**src/rtl/agu_pkg.sv**
```systemverilog
package agu_pkg;

   localparam logic [5:0] OPC_LDW = 6'h23;
   localparam logic [5:0] OPC_STW = 6'h2B;

   typedef enum logic [1:0] {
      SQ_IDLE,
      SQ_ISSUE,
      SQ_DATA,
      SQ_WB
   } seq_state_t;

   typedef enum logic [1:0] {
      XK_NONE,
      XK_LOAD,
      XK_STORE
   } xfer_kind_t;

endpackage

```
**src/rtl/agu_sum.sv**
```systemverilog
module agu_sum #(
   parameter int ADDR_W = 32,
   parameter int OFF_W  = 16
) (
   input  logic [ADDR_W-1:0] base_i,
   input  logic [OFF_W-1:0]  off_i,
   output logic [ADDR_W-1:0] ea_o
);
   localparam int EXT_W = ADDR_W - OFF_W;

   logic [ADDR_W-1:0] off_ext;

   generate
      if (EXT_W == 0) begin : g_noext
         assign off_ext = off_i;
      end else begin : g_sext
         assign off_ext = {{EXT_W{off_i[OFF_W-1]}}, off_i};
      end
   endgenerate

   assign ea_o = base_i + off_ext;
endmodule

```
**src/rtl/agu_align.sv**
```systemverilog
module agu_align #(
   parameter int ADDR_W       = 32,
   parameter int LOW_BITS     = 2,
   parameter bit STRICT_ALIGN = 1'b1
) (
   input  logic [ADDR_W-1:0] ea_i,
   output logic [ADDR_W-1:0] ea_o,
   output logic              misal_o
);
   generate
      if (STRICT_ALIGN) begin : g_trap
         assign ea_o    = ea_i;
         assign misal_o = |ea_i[LOW_BITS-1:0];
      end else begin : g_mask
         logic unused_low;
         assign unused_low = ^ea_i[LOW_BITS-1:0];
         assign ea_o       = {ea_i[ADDR_W-1:LOW_BITS], {LOW_BITS{1'b0}}};
         assign misal_o    = 1'b0;
      end
   endgenerate
endmodule

```
**src/rtl/agu_seq.sv**
```systemverilog
module agu_seq
   import agu_pkg::*;
#(
   parameter int ADDR_W = 32,
   parameter int DATA_W = 32,
   parameter int REG_W  = 5
) (
   input  logic              clk,
   input  logic              rst_n,
   input  logic              start_i,
   input  xfer_kind_t        kind_i,
   input  logic              fault_i,
   input  logic [ADDR_W-1:0] ea_i,
   input  logic [DATA_W-1:0] wdata_i,
   input  logic [REG_W-1:0]  rt_i,
   input  logic [DATA_W-1:0] rdata_i,
   output logic              ready_o,
   output logic              rd_o,
   output logic              wr_o,
   output logic              fault_o,
   output logic [ADDR_W-1:0] addr_o,
   output logic [DATA_W-1:0] wdata_o,
   output logic              wb_en_o,
   output logic [REG_W-1:0]  wb_reg_o,
   output logic [DATA_W-1:0] wb_data_o
);
   seq_state_t        state;
   xfer_kind_t        kind_q;
   logic              fault_q;
   logic [ADDR_W-1:0] addr_q;
   logic [DATA_W-1:0] wdata_q;
   logic [REG_W-1:0]  rt_q;
   logic [DATA_W-1:0] wbd_q;

   always_ff @(posedge clk or negedge rst_n) begin
      if (!rst_n) begin
         state   <= SQ_IDLE;
         kind_q  <= XK_NONE;
         fault_q <= 1'b0;
         addr_q  <= '0;
         wdata_q <= '0;
         rt_q    <= '0;
         wbd_q   <= '0;
      end else begin
         case (state)
            SQ_IDLE: begin
               if (start_i) begin
                  state   <= SQ_ISSUE;
                  kind_q  <= kind_i;
                  fault_q <= fault_i;
                  addr_q  <= ea_i;
                  wdata_q <= wdata_i;
                  rt_q    <= rt_i;
               end
            end
            SQ_ISSUE: begin
               if (kind_q == XK_LOAD && !fault_q) state <= SQ_DATA;
               else                               state <= SQ_IDLE;
            end
            SQ_DATA: begin
               wbd_q <= rdata_i;
               state <= SQ_WB;
            end
            default: state <= SQ_IDLE;
         endcase
      end
   end

   assign ready_o   = (state == SQ_IDLE);
   assign rd_o      = (state == SQ_ISSUE) && (kind_q == XK_LOAD)  && !fault_q;
   assign wr_o      = (state == SQ_ISSUE) && (kind_q == XK_STORE) && !fault_q;
   assign fault_o   = (state == SQ_ISSUE) && fault_q;
   assign addr_o    = addr_q;
   assign wdata_o   = wdata_q;
   assign wb_en_o   = (state == SQ_WB);
   assign wb_reg_o  = rt_q;
   assign wb_data_o = wbd_q;
endmodule

```
**src/rtl/mem_xfer_agu.sv**
```systemverilog
module mem_xfer_agu
   import agu_pkg::*;
#(
   parameter int ADDR_W       = 32,
   parameter int DATA_W       = 32,
   parameter int INSTR_W      = 32,
   parameter int OFF_W        = 16,
   parameter int REG_W        = 5,
   parameter int OPC_W        = 6,
   parameter bit STRICT_ALIGN = 1'b1
) (
   input  logic               clk,
   input  logic               rst_n,
   input  logic               issue_valid,
   output logic               issue_ready,
   input  logic [INSTR_W-1:0] instr,
   input  logic [ADDR_W-1:0]  base_val,
   input  logic [DATA_W-1:0]  store_val,
   output logic [ADDR_W-1:0]  mem_addr,
   output logic               mem_rd,
   output logic               mem_wr,
   output logic [DATA_W-1:0]  mem_wdata,
   input  logic [DATA_W-1:0]  mem_rdata,
   output logic               addr_fault,
   output logic               wb_en,
   output logic [REG_W-1:0]   wb_reg,
   output logic [DATA_W-1:0]  wb_data
);
   localparam int LOW_BITS = $clog2(DATA_W / 8);
   localparam int RT_LSB   = OFF_W;
   localparam int RS_LSB   = OFF_W + REG_W;
   localparam int OPC_LSB  = INSTR_W - OPC_W;

   generate
      if (DATA_W % 8 != 0 || DATA_W < 16) begin : g_bad_data
         $error("mem_xfer_agu: DATA_W must be a byte multiple of at least 16");
      end
      if (OFF_W > ADDR_W) begin : g_bad_off
         $error("mem_xfer_agu: OFF_W must not exceed ADDR_W");
      end
      if (OPC_W != 6 || OPC_LSB != RS_LSB + REG_W) begin : g_bad_fmt
         $error("mem_xfer_agu: instruction fields do not tile the word");
      end
   endgenerate

   logic [OPC_W-1:0]  opc;
   logic [REG_W-1:0]  rt_f;
   logic [OFF_W-1:0]  off_f;
   logic              unused_rs;
   xfer_kind_t        kind;
   logic              start;
   logic [ADDR_W-1:0] ea_raw;
   logic [ADDR_W-1:0] ea_fin;
   logic              misal;

   assign opc       = instr[INSTR_W-1:OPC_LSB];
   assign rt_f      = instr[RT_LSB+REG_W-1:RT_LSB];
   assign off_f     = instr[OFF_W-1:0];
   assign unused_rs = ^instr[RS_LSB+REG_W-1:RS_LSB];

   always_comb begin
      if (opc == OPC_LDW)      kind = XK_LOAD;
      else if (opc == OPC_STW) kind = XK_STORE;
      else                     kind = XK_NONE;
   end

   assign start = issue_valid && (kind != XK_NONE);

   agu_sum #(.ADDR_W(ADDR_W), .OFF_W(OFF_W)) u_sum (
      .base_i (base_val),
      .off_i  (off_f),
      .ea_o   (ea_raw)
   );

   agu_align #(.ADDR_W(ADDR_W), .LOW_BITS(LOW_BITS), .STRICT_ALIGN(STRICT_ALIGN)) u_align (
      .ea_i    (ea_raw),
      .ea_o    (ea_fin),
      .misal_o (misal)
   );

   agu_seq #(.ADDR_W(ADDR_W), .DATA_W(DATA_W), .REG_W(REG_W)) u_seq (
      .clk       (clk),
      .rst_n     (rst_n),
      .start_i   (start),
      .kind_i    (kind),
      .fault_i   (misal),
      .ea_i      (ea_fin),
      .wdata_i   (store_val),
      .rt_i      (rt_f),
      .rdata_i   (mem_rdata),
      .ready_o   (issue_ready),
      .rd_o      (mem_rd),
      .wr_o      (mem_wr),
      .fault_o   (addr_fault),
      .addr_o    (mem_addr),
      .wdata_o   (mem_wdata),
      .wb_en_o   (wb_en),
      .wb_reg_o  (wb_reg),
      .wb_data_o (wb_data)
   );
endmodule

```
**config.mk**
```make
export PLATFORM = sky130hd
export DESIGN_NAME = mem_xfer_agu
export DESIGN_NICKNAME = d
export VERILOG_FILES = /design/src/rtl/agu_pkg.sv /design/src/rtl/agu_sum.sv /design/src/rtl/agu_align.sv /design/src/rtl/agu_seq.sv /design/src/rtl/mem_xfer_agu.sv
export SDC_FILE = /design/constraint.sdc
export NUM_CORES = 1
export LEC_CHECK = 0
export BUFFER_PORTS_ARGS = -buffer_cell sky130_fd_sc_hd__buf_2
export CORE_ASPECT_RATIO = 1.4
export CORE_MARGIN = 8
export CORE_UTILIZATION = 40
export DETAILED_ROUTE_END_ITERATION = 10
export PLACE_DENSITY = 0.68
export REMOVE_ABC_BUFFERS = 1
export SYNTH_ARGS = -nofsm -noshare
export SYNTH_HDL_FRONTEND = slang
export SYNTH_SLANG_ARGS = --single-unit
```
**constraint.sdc**
```tcl
create_clock -name clk -period 2.5 [get_ports clk]
set_input_delay 0 -clock clk [delete_from_list [all_inputs] [get_ports clk]]
set_output_delay 0 -clock clk [all_outputs]
set_load 0.01 [all_outputs]
```
# After elaboration in Yosys (flattened, before gate mapping)
# Index checks and enable logic that the tools add are counted.
# word_totals
reg_bits	106
in_bits	131
out_inout_bits	106
# op_classes
add_sub_neg	1
n_eq_ne	8
n_mux	5
reduce_logical	12
# ops
cell	count
$add 32x32->32	1
$eq 6x6->1 const B	2
$mux 2	4
$logic_and 1x1->1	7
$eq 2x2->1 const B	3
$pmux 2 s3	1
$eq 2x1->1 const B	2
$logic_not 2->1	1
$ne 2x1->1 const B	1
$reduce_and 2->1	1
$reduce_bool 2->1	1
$reduce_or 2->1	1
$logic_not 1->1	1

# Logic depth before layout (Yosys ltp)
# Gate-level depths: netlist of run 1.
# logic_depth
depth_word	7
depth_mapped	9

# Modules after synthesis
# From an unflattened synthesis of run 1, not the netlist that was laid out.
# hier_totals
hier_cells	513
area_unflattened_um2	6397.4
# modules_own_cells
module	n_inst	cells_per_inst	area_per_inst_um2	seq_area_each_um2
agu_seq	1	235	4362.9	2652.5
agu_sum	1	241	1744.2	0.0
agu_align	1	33	246.5	0.0
mem_xfer_agu	1	4	43.8	0.0

# Worst setup path after synthesis of run 1
# OpenSTA, ideal clock, no wires.
# synth_timing
path_type	input to register
startpoint	input port instr[0]
endpoint	register u_seq.addr_q[30] (netlist: u_seq.addr_o[30])
setup_ns	0.128
t_arrival_ns	1.980
t_required_ns	2.372
slack_ns	0.392
path_stages	9
n_path_buf	0
cell_sequence	ha_1 > fa_1 > a21oi_1 > o22ai_1 > o311ai_1 > a31oi_1 > a311oi_1 > mux2i_1 > nand3_1
# synth_between
elab_chain_cells	1
# synth_lines
item	line	source
from (decl)	mem_xfer_agu.sv:16	input logic [INSTR_W-1:0] instr,
$add 32x32->32	agu_sum.sv:21	assign ea_o = base_i + off_ext;
to (signal assigned)	agu_seq.sv:51	addr_q <= ea_i;
to (decl)	agu_seq.sv:30	logic [ADDR_W-1:0] addr_q;
# No other way between the ends.
# A chain may end at the register's enable or synchronous reset.

# Final worst setup path of run 1
# Ends and elaborated chain as after synthesis.

==> summary.log, run 1 <==
qor: run_status.status complete, no violations
qor: synthesis.synth_seq_cells 106
qor: placed_design.hpwl 14100 um
qor: clocking.clock_sinks 106
qor: timing.post-route-period-util 89.2%
qor: detailed_routing.first_pass_iters 5
qor: setup_path.length_in_cells_of_the_worst_reg_to_reg_path 5
qor: finish.instances_no_fill 1123
qor: setup_path.critPathArrivalTime 2460 ps
qor: floorplanning.floorplan.die.width 118 um
qor: timing.final.hold.worst_slack 19.8 ps
qor: global_route.via_count_of_the_first_global_routing_pass 5870
qor: timing.timing.final.setup_violations 0
qor: floorplanning.coreArea 14400 sq um
qor: pwr.worst_ir_drop_vdd 0.568 mV
qor: synthesis.synth.yosys.seq_area_share 45.1%
qor: pwr.clk_pwr_share 19.9%
qor: timing.timing.max_slew.rel_slack 53.5%
qor: setup_path.setup.worst_path.class input port to flip-flop
qor: clocking.clkTransAtPathRegs 70 ps
qor: pwr.leakage 4.33 nW
qor: pwr.report.power.total 6.91 mW
qor: pwr.internal-power 4.40 mW
qor: global_route.global_routing_usage_on_met2 36.4%
qor: floorplanning.std_cell_rows 52
qor: placed_design.port_buffers 231
qor: setup_path.crit_end_category flip-flop
qor: global_route.groute.usage.overall 19.8%
qor: global_route.antenna_found_initial 0
qor: clocking.clock_network_latency_to_the_later_pin_of_the_worst_skew_pair 340 ps
qor: detailed_routing.routed_antenna_nets 0
qor: finish.fillCellCount 1294
qor: setup_path.crit_path_max_fanout 3
qor: finish.multi_input_gate_area_in_the_final_layout 3050 sq um
qor: timing.timing.fmax 448 MHz
qor: pwr.net-switching-power 2.51 mW
qor: detailed_routing.drt-vias-per-instance 5.08
qor: global_route.grt.met1_usage 21.7%
qor: pwr.p_per_area 830 nW/um^2
qor: detailed_routing.route.detailed.drc 0
qor: min_path.holdPathStages 4
qor: synthesis.ys_types 68
qor: floorplanning.initial_core_util 40.7%
qor: timing.drv_slew 0
qor: synthesis.synthTopCellsByArea dfrtp_1 45%, nand2_1 11%, ha_1 6.6%
qor: setup_path.cp.required 2730 ps
qor: timing.setup_repair_after_global_routing_missed_its_margin false
qor: global_route.grt_overflow 0
qor: setup_path.timing.rr.start u_seq.state[0]
qor: synthesis.synth_ff_type dfrtp_1
qor: timing.report.final.hold_viol_count 0
qor: clocking.tritoncts done
qor: setup_path.regToRegSetupSlack 760 ps
qor: min_path.hp-class input port to flip-flop
qor: run.maxCapViolations 0
qor: global_route.global_route_wire_length_before_repair 30500 um
qor: clocking.postCtsResizedCells 0
qor: clocking.cts_inserted_buffers 9
qor: setup_path.setup.worst_path.start_class input port
qor: clocking.cts_root_buffer clkbuf_16
qor: floorplanning.floorplan.io_pins 237
qor: synthesis.synth-edff-count 0
qor: finish.fin_nets 1092
qor: synthesis.yosys.area.top_type dfrtp_1
qor: floorplanning.dieHeight 159 um
qor: detailed_routing.via_count_of_the_routed_design 5703
qor: floorplanning.dieArea 18900 sq um
qor: setup_path.setup.worst_path.end u_seq.addr_o[30]
qor: global_route.busiest_layer met2
qor: timing.fin_setup_tns 0 ps
qor: finish.drive_above_1_share 33.4%
qor: clocking.post_cts_setup_buffers 0
qor: synthesis.syn_avg_cell_area 9.38 sq um
qor: detailed_routing.drt_iter0_markers 325
qor: synthesis.synthCells 627
qor: finish.seqCellArea 2650 sq um
qor: clocking.cts_hold_repair.buffers 73
qor: synthesis.synth_async_sr_flop_share 100%
qor: synthesis.synth_top_cell_area_share 45.1%
qor: detailed_routing.routed_wl 19000 um
qor: synthesis.synthMostInstantiatedCell nand2_1
qor: synthesis.synth_commonest_cells 177 x nand2_1, 106 x dfrtp_1, 33 x mux2_2
qor: timing.worst_clock_skew 9.01 ps
qor: pwr.power_switching_share 36.3%
qor: global_route.groute.layer.met3.usage 4.54%
qor: timing.slew_worst_pin 698 ps
qor: pwr.portion_of_total_power_attributed_to_combinational_logic 40.3%
qor: setup_path.reg2reg_to u_seq.addr_o[10]
qor: synthesis.synth_warnings 0
qor: setup_path.timing.critical_path.from instr[0]
qor: clocking.cts.path.max_buffers 2
qor: synthesis.cell_area_synth 5880 sq um
qor: detailed_routing.routed_wire_length_per_instance 16.9 um
qor: global_route.grt_max_degree 62
qor: clocking.cts.htree.levels 3
qor: timing.fin_crit 2230 ps
qor: placed_design.routabilityCongestion 0.897
qor: finish.area_grow_syn2layout 41.4%
qor: placed_design.dp.cells 1034
qor: finish.post-route-util 57.6%
qor: pwr.seqPwrFrac 39.9%
qor: finish.diodes 0
power by group through the flow:
| stage | registers, mW | clock network [mW] | logic, mW |
|---|---|---|---|
| after floorplan | 3.07 | 0 | 1.17 |
| after global placement | 2.73 | 0 | 2.65 |
| after detailed placement | 2.76 | 0 | 2.68 |
| after CTS | 2.73 | 1.42 | 2.78 |
| after global routing | 2.83 | 1.49 | 3.05 |
| final | 2.75 | 1.37 | 2.78 |
layout by cell type (no fill, tap or decap), types with 14 or more instances in the layout:
cell type	synthesis	routed
a21o_1	18	18
a21oi_1	27	27
buf_2	3	230
buf_4	1	15
dfrtp_1	106	106
dlygate4sd3_1	0	73
ha_1	31	31
mux2_2	33	33
nand2_1	177	177
nand3_1	18	18
nor2_1	20	20
o21ai_0	18	18
xnor2_1	14	14
cells by family after synthesis:
group           synth area share [%]
xor+xnor                        2.98
mux                             6.66
flops                           45.1
simple gates                    20.5
buf+inv                         3.13
compound gates                  14.7
fa+ha+maj                       6.93
how the worst min path moves through the flow:
stage / start / slack [ps] / endpoint
final: base_val[0] / 20 / u_seq.addr_o[0]
after floorplan: rst_n / -300 / u_seq.addr_o[0]
after CTS: base_val[0] / 6 / u_seq.addr_o[0]
after global routing: base_val[0] / 50 / u_seq.addr_o[0]
after detailed placement: rst_n / 90 / u_seq.wb_data_o[6]
after global placement: rst_n / 90 / u_seq.wb_data_o[6]
final cells by class:
class | count | area share, %
Timing Repair Buffer | 321 | 24.7
Tap cell | 189 | 2.84
Clock inverter | 6 | 0.692
Inverter | 10 | 0.451
Clock buffer | 10 | 2.75
Sequential cell | 106 | 31.9
Multi-Input combinational cell | 481 | 36.7
registers in the layout, indices dropped and copies added (netlist names):
name             cells
u_seq.fault_q        1
u_seq.kind_q         2
u_seq.wb_data_o     32
u_seq.addr_o        32
u_seq.wdata_o       32
u_seq.wb_reg_o       5
u_seq.state          2
through the flow:
step	setup slack, ps	instance area (sq um)
after floorplan	-1520	5740
after global placement	-95.3	7300
after CTS	253	8320
after global routing	76.0	8320
final	269	8320
after detailed placement	-108	7300
per-layer routing:
layer	vias up	wire [um]	share of wire, %
met4	0	413	2.2
met1	2675	7670	40
met2	196	9890	52
met5	-	0	0
met3	26	1030	5.4
li1	2806	-	-
worst max-delay path, stage by stage:
cell and delay (ps):
buf_2 100, ha_1 210, fa_1 420, a21oi_1 260, o22ai_1 140, o311ai_1 400, a31oi_1 250, a311oi_1 380
mux2i_1 220, nand3_1 80
Note: power is estimated with default switching activity, not from simulation.
==> run 2, diff against run 1 <==
--- a/config.mk
+++ b/config.mk
@@ -9,8 +9,9 @@
 export CORE_ASPECT_RATIO = 1.4
 export CORE_MARGIN = 8
 export CORE_UTILIZATION = 40
+export CTS_CLUSTER_SIZE = 12
 export DETAILED_ROUTE_END_ITERATION = 10
-export PLACE_DENSITY = 0.68
+export PLACE_DENSITY = 0.7
 export REMOVE_ABC_BUFFERS = 1
 export SYNTH_ARGS = -nofsm -noshare
 export SYNTH_HDL_FRONTEND = slang
==> run 2 against run 1 <==
Against the previous run:
- non-clock buffer count increased by 3
- clock-buffer cell count increased by 1
- combinational power increased by 1%
- flip-flop and latch count did not move
- sequential power about the same
- hold slack better by 22 ps
- design area increased by 0.21%
- maximum frequency down 0.78%
- critical endpoint unchanged
- largest power group unchanged
- highest routed layer unchanged
==> summary.log, run 2 (same netlist as run 1, synthesis figures left out) <==
qor: run_status.status complete, no violations
qor: setup_path.setup.worst_path.end u_seq.addr_o[30]
qor: clocking.cts_root_buffer clkbuf_16
qor: placed_design.hpwl 13700 um
qor: detailed_routing.routed_antenna_nets 0
qor: finish.drive_above_1_share 33.5%
qor: timing.worst_clock_skew 5.42 ps
qor: detailed_routing.routed_wire_length_per_instance 17.1 um
qor: timing.slew_worst_pin 487 ps
qor: global_route.antenna_found_initial 1
qor: placed_design.pre_cts_ws -57.8 ps
qor: placed_design.port_buffers 231
qor: clocking.clock_sinks 106
qor: floorplanning.dieHeight 159 um
qor: pwr.clk_pwr_share 19.9%
qor: clocking.cts.htree.levels 3
qor: timing.fin_setup_tns 0 ps
qor: detailed_routing.routed_wl 19200 um
qor: timing.setup_repair_after_global_routing_missed_its_margin false
qor: placed_design.routabilityCongestion 0.846
qor: finish.area_grow_syn2layout 41.7%
qor: timing.timing.max_slew.rel_slack 67.6%
qor: timing.timing.final.setup_violations 0
qor: setup_path.length_in_cells_of_the_worst_reg_to_reg_path 5
qor: floorplanning.initial_core_util 40.7%
qor: detailed_routing.drt_iter0_markers 302
qor: setup_path.timing.critical_path.depth 11
qor: timing.timing.fmax 445 MHz
qor: detailed_routing.via_count_of_the_routed_design 5683
qor: clocking.clock_network_latency_to_the_later_pin_of_the_worst_skew_pair 340 ps
qor: setup_path.timing.rr.start u_seq.state[0]
qor: setup_path.setup.worst_path.start_class input port
qor: setup_path.critical_path.cell_chain buf_2 -> ha_1 -> fa_1 -> a21oi_1 -> o22ai_1 -> o311ai_1 -> buf_4 -> a31oi_1 -> a311oi_1 -> mux2i_1 -> nand3_1
qor: setup_path.timing.critical_path.from instr[0]
qor: global_route.groute.usage.overall 20.1%
qor: pwr.power_switching_share 36.4%
qor: timing.post-route-period-util 89.9%
qor: pwr.worst_ir_drop_vdd 0.482 mV
qor: finish.fin_nets 1095
qor: detailed_routing.drt-vias-per-instance 5.04
qor: pwr.seqPwrFrac 39.5%
qor: timing.report.final.hold_viol_count 0
qor: clocking.tritoncts done
qor: clocking.cts_inserted_buffers 9
qor: global_route.grt_overflow 0
qor: timing.worst_case_setup_margin_in_the_final_layout 252 ps
qor: pwr.report.power.total 6.96 mW
qor: setup_path.cpMaxStageDelayCell fa_1
qor: finish.most_used_cells_in_the_layout_excluding_fill_and_tap_cells 230 x buf_2, 177 x nand2_1, 106 x dfrtp_1, 74 x dlygate4sd3_1, 33 x mux2_2
qor: global_route.grt_max_degree 60
qor: setup_path.cp_slowest_stage_delay 410 ps
qor: global_route.via_count_of_the_first_global_routing_pass 6004
qor: global_route.global_route_wire_length_before_repair 31100 um
qor: floorplanning.coreArea 14400 sq um
qor: clocking.cts.path.max_buffers 2
qor: setup_path.regToRegSetupSlack 750 ps
qor: setup_path.critical-path-top-delay-family compound AO/OA/AOI/OAI gates
qor: pwr.portion_of_total_power_attributed_to_combinational_logic 40.6%
qor: pwr.net-switching-power 2.53 mW
qor: pwr.p_per_area 835 nW/um^2
qor: pwr.internal-power 4.43 mW
qor: setup_path.setup.worst_path.class input port to flip-flop
qor: setup_path.reg2reg_to u_seq.addr_o[31]
qor: floorplanning.floorplan.io_pins 237
qor: timing.final.hold.worst_slack 41.6 ps
qor: floorplanning.std_cell_rows 52
qor: clocking.postCtsResizedCells 0
qor: clocking.clkTransAtPathRegs 70 ps
qor: setup_path.crit_end_category flip-flop
qor: setup_path.critPathArrivalTime 2470 ps
qor: setup_path.cp.required 2720 ps
qor: run.maxCapViolations 0
qor: finish.leading_cell_type_in_the_layout_fill_and_taps_excluded buf_2
qor: min_path.hp-class input port to flip-flop
qor: detailed_routing.first_pass_iters 4
qor: setup_path.crit_path_max_fanout 3
qor: setup_path.crit_buf_inv 2
qor: pwr.leakage 4.35 nW
qor: timing.drv_slew 0
qor: floorplanning.floorplan.die.width 118 um
qor: detailed_routing.route.detailed.drc 0
qor: floorplanning.dieArea 18900 sq um
qor: timing.fin_crit 2250 ps
-- run 2: changes by cell type in the layout (fill, tap and decap cells not counted), sizes merged --
cell,before,now
buf,248,250
clkbuf,10,11
clkinv,3,2
diode,0,1
dlygate4sd3,73,74
-- run 2: repair_timing --
action / CTS / global route
hold buffers: 74 / 0
buffers inserted: 0 / 0
endpoints found under the hold margin: 179 / 0
-- run 2: through the flow --
stage	std cells	area, sq um	utilization [%]
detailed placement	1036	7300	50.6
global placement	1036	7300	50.6
floorplan	597	5740	-
global route	1127	8340	57.7
finish	1127	8340	57.7
CTS	1126	8330	57.7
-- run 2: worst min-delay path by stage --
stage | cells past startpoint | to | slack, ps | startpoint
4_1_cts | 4 | u_seq.addr_o[31] | 20 | base_val[31]
2_1_floorplan | 0 | u_seq.addr_o[0] | -300 | rst_n
5_1_grt | 4 | u_seq.addr_o[31] | 40 | base_val[31]
3_5_place_dp | 1 | u_seq.wb_data_o[31] | -90 | rst_n
6_report | 4 | u_seq.addr_o[31] | 40 | base_val[31]
3_3_place_gp | 1 | u_seq.wb_data_o[31] | -90 | rst_n
-- run 2: worst reg2reg max path: stages, from the launching register on --
cell and delay, ps:
dfrtp_1 440, nor2_1 150, nand4_1 190, buf_12 250
or4_1 560, nand3_1 90
-- run 2: final cells by class --
class	count	area, sq um
clock buffer	11	243
sequential	106	2650
tap	189	236
inverter	10	37.5
fill	1265	6110
multi-input combinational	481	3050
antenna	1	2.50
timing repair buffer	324	2070
clock inverter	5	46.3
-- run 2: routing by layer --
metal,vias up,routed length [um],global-route usage (%)
li1,2797,-,-
met1,2656,7860,22.4
met2,197,9600,35.6
met3,33,1340,5.50
met4,0,426,7.50
met5,-,0,0
-- run 2: power by group through the flow --
stage	clock network, mW	logic, mW	registers (mW)
after detailed placement	0	2.71	2.75
after global placement	0	2.67	2.72
after global routing	1.49	3.09	2.84
after floorplan	0	1.17	3.07
after CTS	1.43	2.81	2.72
final	1.38	2.82	2.75
==> run 3, diff against run 2 <==
--- a/config.mk
+++ b/config.mk
@@ -8,10 +8,10 @@
 export BUFFER_PORTS_ARGS = -buffer_cell sky130_fd_sc_hd__buf_2
 export CORE_ASPECT_RATIO = 1.4
 export CORE_MARGIN = 8
-export CORE_UTILIZATION = 40
+export CORE_UTILIZATION = 53
 export CTS_CLUSTER_SIZE = 12
 export DETAILED_ROUTE_END_ITERATION = 10
-export PLACE_DENSITY = 0.7
+export PLACE_DENSITY = 0.88
 export REMOVE_ABC_BUFFERS = 1
 export SYNTH_ARGS = -nofsm -noshare
 export SYNTH_HDL_FRONTEND = slang
==> run 3 against run 2 <==
Against the previous run:
- global-route usage rose by 7.2 points
- power up 1.6%
- cell count down 4.4%
- core utilization up 19 points
- via count grew 4.9%
- critical path type unchanged
- critical endpoint unchanged
==> summary.log, run 3 (same netlist as run 1, synthesis figures left out) <==
qor: run_status.status complete, no violations
qor: finish.instances_no_fill 1077
qor: min_path.hp-class input port to flip-flop
qor: finish.area_grow_syn2layout 40.2%
qor: clocking.tritoncts done
qor: detailed_routing.drt_iter0_markers 300
qor: placed_design.hpwl 14000 um
qor: timing.timing.max_slew.rel_slack 62.4%
qor: floorplanning.initial_core_util 54.4%
qor: global_route.grt_overflow 0
qor: setup_path.length_in_cells_of_the_worst_reg_to_reg_path 6
qor: pwr.power_switching_share 37.7%
qor: global_route.global_route_wire_length_before_repair 32500 um
qor: setup_path.cp_slowest_stage_delay 400 ps
qor: pwr.worst_ir_drop_vdd 0.392 mV
qor: detailed_routing.drt-vias-per-instance 5.53
qor: placed_design.port_buffers 231
qor: detailed_routing.routed_wire_length_per_instance 19.0 um
qor: timing.post-route-period-util 90.1%
qor: run.maxCapViolations 0
qor: finish.leading_cell_type_in_the_layout_fill_and_taps_excluded buf_2
qor: placed_design.routabilityCongestion 0.908
qor: timing.report.final.hold_viol_count 0
qor: pwr.p_per_area 857 nW/um^2
qor: pwr.portion_of_total_power_attributed_to_combinational_logic 40.9%
qor: timing.final.hold.worst_slack 54.2 ps
qor: floorplanning.floorplan.die.width 105 um
qor: global_route.via_count_of_the_first_global_routing_pass 6301
qor: setup_path.regToRegSetupSlack 490 ps
qor: finish.fillCellCount 743
qor: finish.fin_nets 1094
qor: setup_path.crit_path_max_fanout 3
qor: timing.drv_slew 0
qor: setup_path.reg2reg_to u_seq.addr_o[10]
qor: clocking.cts_inserted_buffers 9
qor: finish.most_used_cells_in_the_layout_excluding_fill_and_tap_cells 230 x buf_2, 177 x nand2_1, 106 x dfrtp_1, 74 x dlygate4sd3_1, 33 x mux2_2
qor: setup_path.cpMaxStageDelayCell fa_1
qor: global_route.grt_max_degree 42
qor: timing.setup_repair_after_global_routing_missed_its_margin false
qor: floorplanning.coreArea 10800 sq um
qor: floorplanning.dieArea 14800 sq um
qor: global_route.antenna_found_initial 0
qor: clocking.clkTransAtPathRegs 70 ps
qor: setup_path.setup.worst_path.start_class input port
qor: pwr.clk_pwr_share 19.4%
qor: pwr.leakage 4.33 nW
qor: finish.drive_above_1_share 33.4%
qor: clocking.clock_sinks 106
qor: setup_path.setup.worst_path.end u_seq.addr_o[30]
qor: detailed_routing.routed_wl 20500 um
qor: clocking.cts.path.max_buffers 2
qor: timing.timing.final.setup_violations 0
qor: floorplanning.floorplan.io_pins 237
qor: detailed_routing.via_count_of_the_routed_design 5959
qor: placed_design.dp.cells 987
qor: pwr.net-switching-power 2.66 mW
qor: timing.fin_crit 2250 ps
qor: global_route.groute.usage.overall 27.3%
qor: timing.timing.fmax 444 MHz
qor: clocking.cts.htree.levels 3
qor: finish.diodes 0
qor: clocking.clock_network_latency_to_the_later_pin_of_the_worst_skew_pair 340 ps
qor: detailed_routing.route.detailed.drc 0
qor: setup_path.timing.rr.start u_seq.state[0]
qor: setup_path.crit_end_category flip-flop
qor: detailed_routing.routed_antenna_nets 0
qor: timing.slew_worst_pin 562 ps
qor: clocking.cts_root_buffer clkbuf_16
qor: pwr.seqPwrFrac 39.7%
qor: setup_path.critical_path.cell_chain buf_2 -> ha_1 -> fa_1 -> a21oi_1 -> o22ai_1 -> o311ai_1 -> a31oi_1 -> a311oi_1 -> mux2i_1 -> nand3_1
qor: floorplanning.std_cell_rows 45
qor: timing.fin_setup_tns 0 ps
qor: setup_path.setup.worst_path.class input port to flip-flop
qor: setup_path.timing.critical_path.from instr[0]
qor: detailed_routing.first_pass_iters 6
qor: timing.worst_clock_skew 11.6 ps
qor: setup_path.cp.required 2710 ps
qor: floorplanning.dieHeight 141 um
qor: pwr.internal-power 4.41 mW
qor: setup_path.critPathArrivalTime 2470 ps
run 3: changes by cell type in the layout (fill, tap and decap cells not counted), sizes merged:
cell      delta
clkinvlp     +1
buf          -1
clkbuf       -1
clkinv       -2
inv          +2
diode        -1
run 3: layer usage:
layer	track usage (%)	up-vias	wire length (um)
met3	6.43	59	1360
met2	49.0	308	10600
li1	-	2807	-
met5	0	-	0
met4	12.5	0	799
met1	29.7	2785	7790
run 3: per-stage QoR:
step,cell area [sq um],power [mW],setup WS [ps],utilization (%)
finish,8250,7.07,246,76.3
global route,8250,7.47,88.8,76.3
CTS,8250,6.94,261,76.3
detailed placement,7220,5.48,-74.2,66.8
global placement,7220,5.34,-56.3,66.8
floorplan,5740,4.24,-1520,-
run 3: how the worst min path moves through the flow:
stage	from	to	cells after the start
finish	base_val[31]	u_seq.addr_o[31]	4
global route	base_val[31]	u_seq.addr_o[31]	4
floorplan	rst_n	u_seq.addr_o[0]	0
detailed placement	rst_n	u_seq.wb_reg_o[4]	1
global placement	rst_n	u_seq.wb_reg_o[4]	1
CTS	base_val[31]	u_seq.addr_o[31]	4
run 3: worst max-delay path, delay by kind of cell:
kind | cells | cell delay, ps
buf+inv | 1 | 100
mux | 1 | 230
simple gates | 1 | 100
compound gates | 5 | 1420
fa+ha+maj | 2 | 620
run 3: cell type report:
| type | count | area, sq um | share of cell area (%) |
|---|---|---|---|
| clock buffer | 10 | 229 | 2.78 |
| multi-input combinational | 481 | 3050 | 37.0 |
| clock inverter | 6 | 56.3 | 0.683 |
| tap | 141 | 176 | 2.14 |
| sequential | 106 | 2650 | 32.2 |
| inverter | 10 | 37.5 | 0.455 |
| timing repair buffer | 323 | 2050 | 24.8 |
run 3: timing repair:
action | 4_1_cts | 5_1_grt
gates resized for setup | 0 | 0
setup buffers | 0 | 0
hold buffers | 74 | 0
endpoints found under the hold margin | 111 | 0
run 3: power by group through the flow:
stage                     clock network (mW)  registers (mW)  logic [mW]
after detailed placement                   0            2.77        2.71
after CTS                               1.39            2.74        2.81
after global routing                    1.47            2.87        3.13
after floorplan                            0            3.07        1.17
final                                   1.37            2.81        2.89
after global placement                     0            2.72        2.63
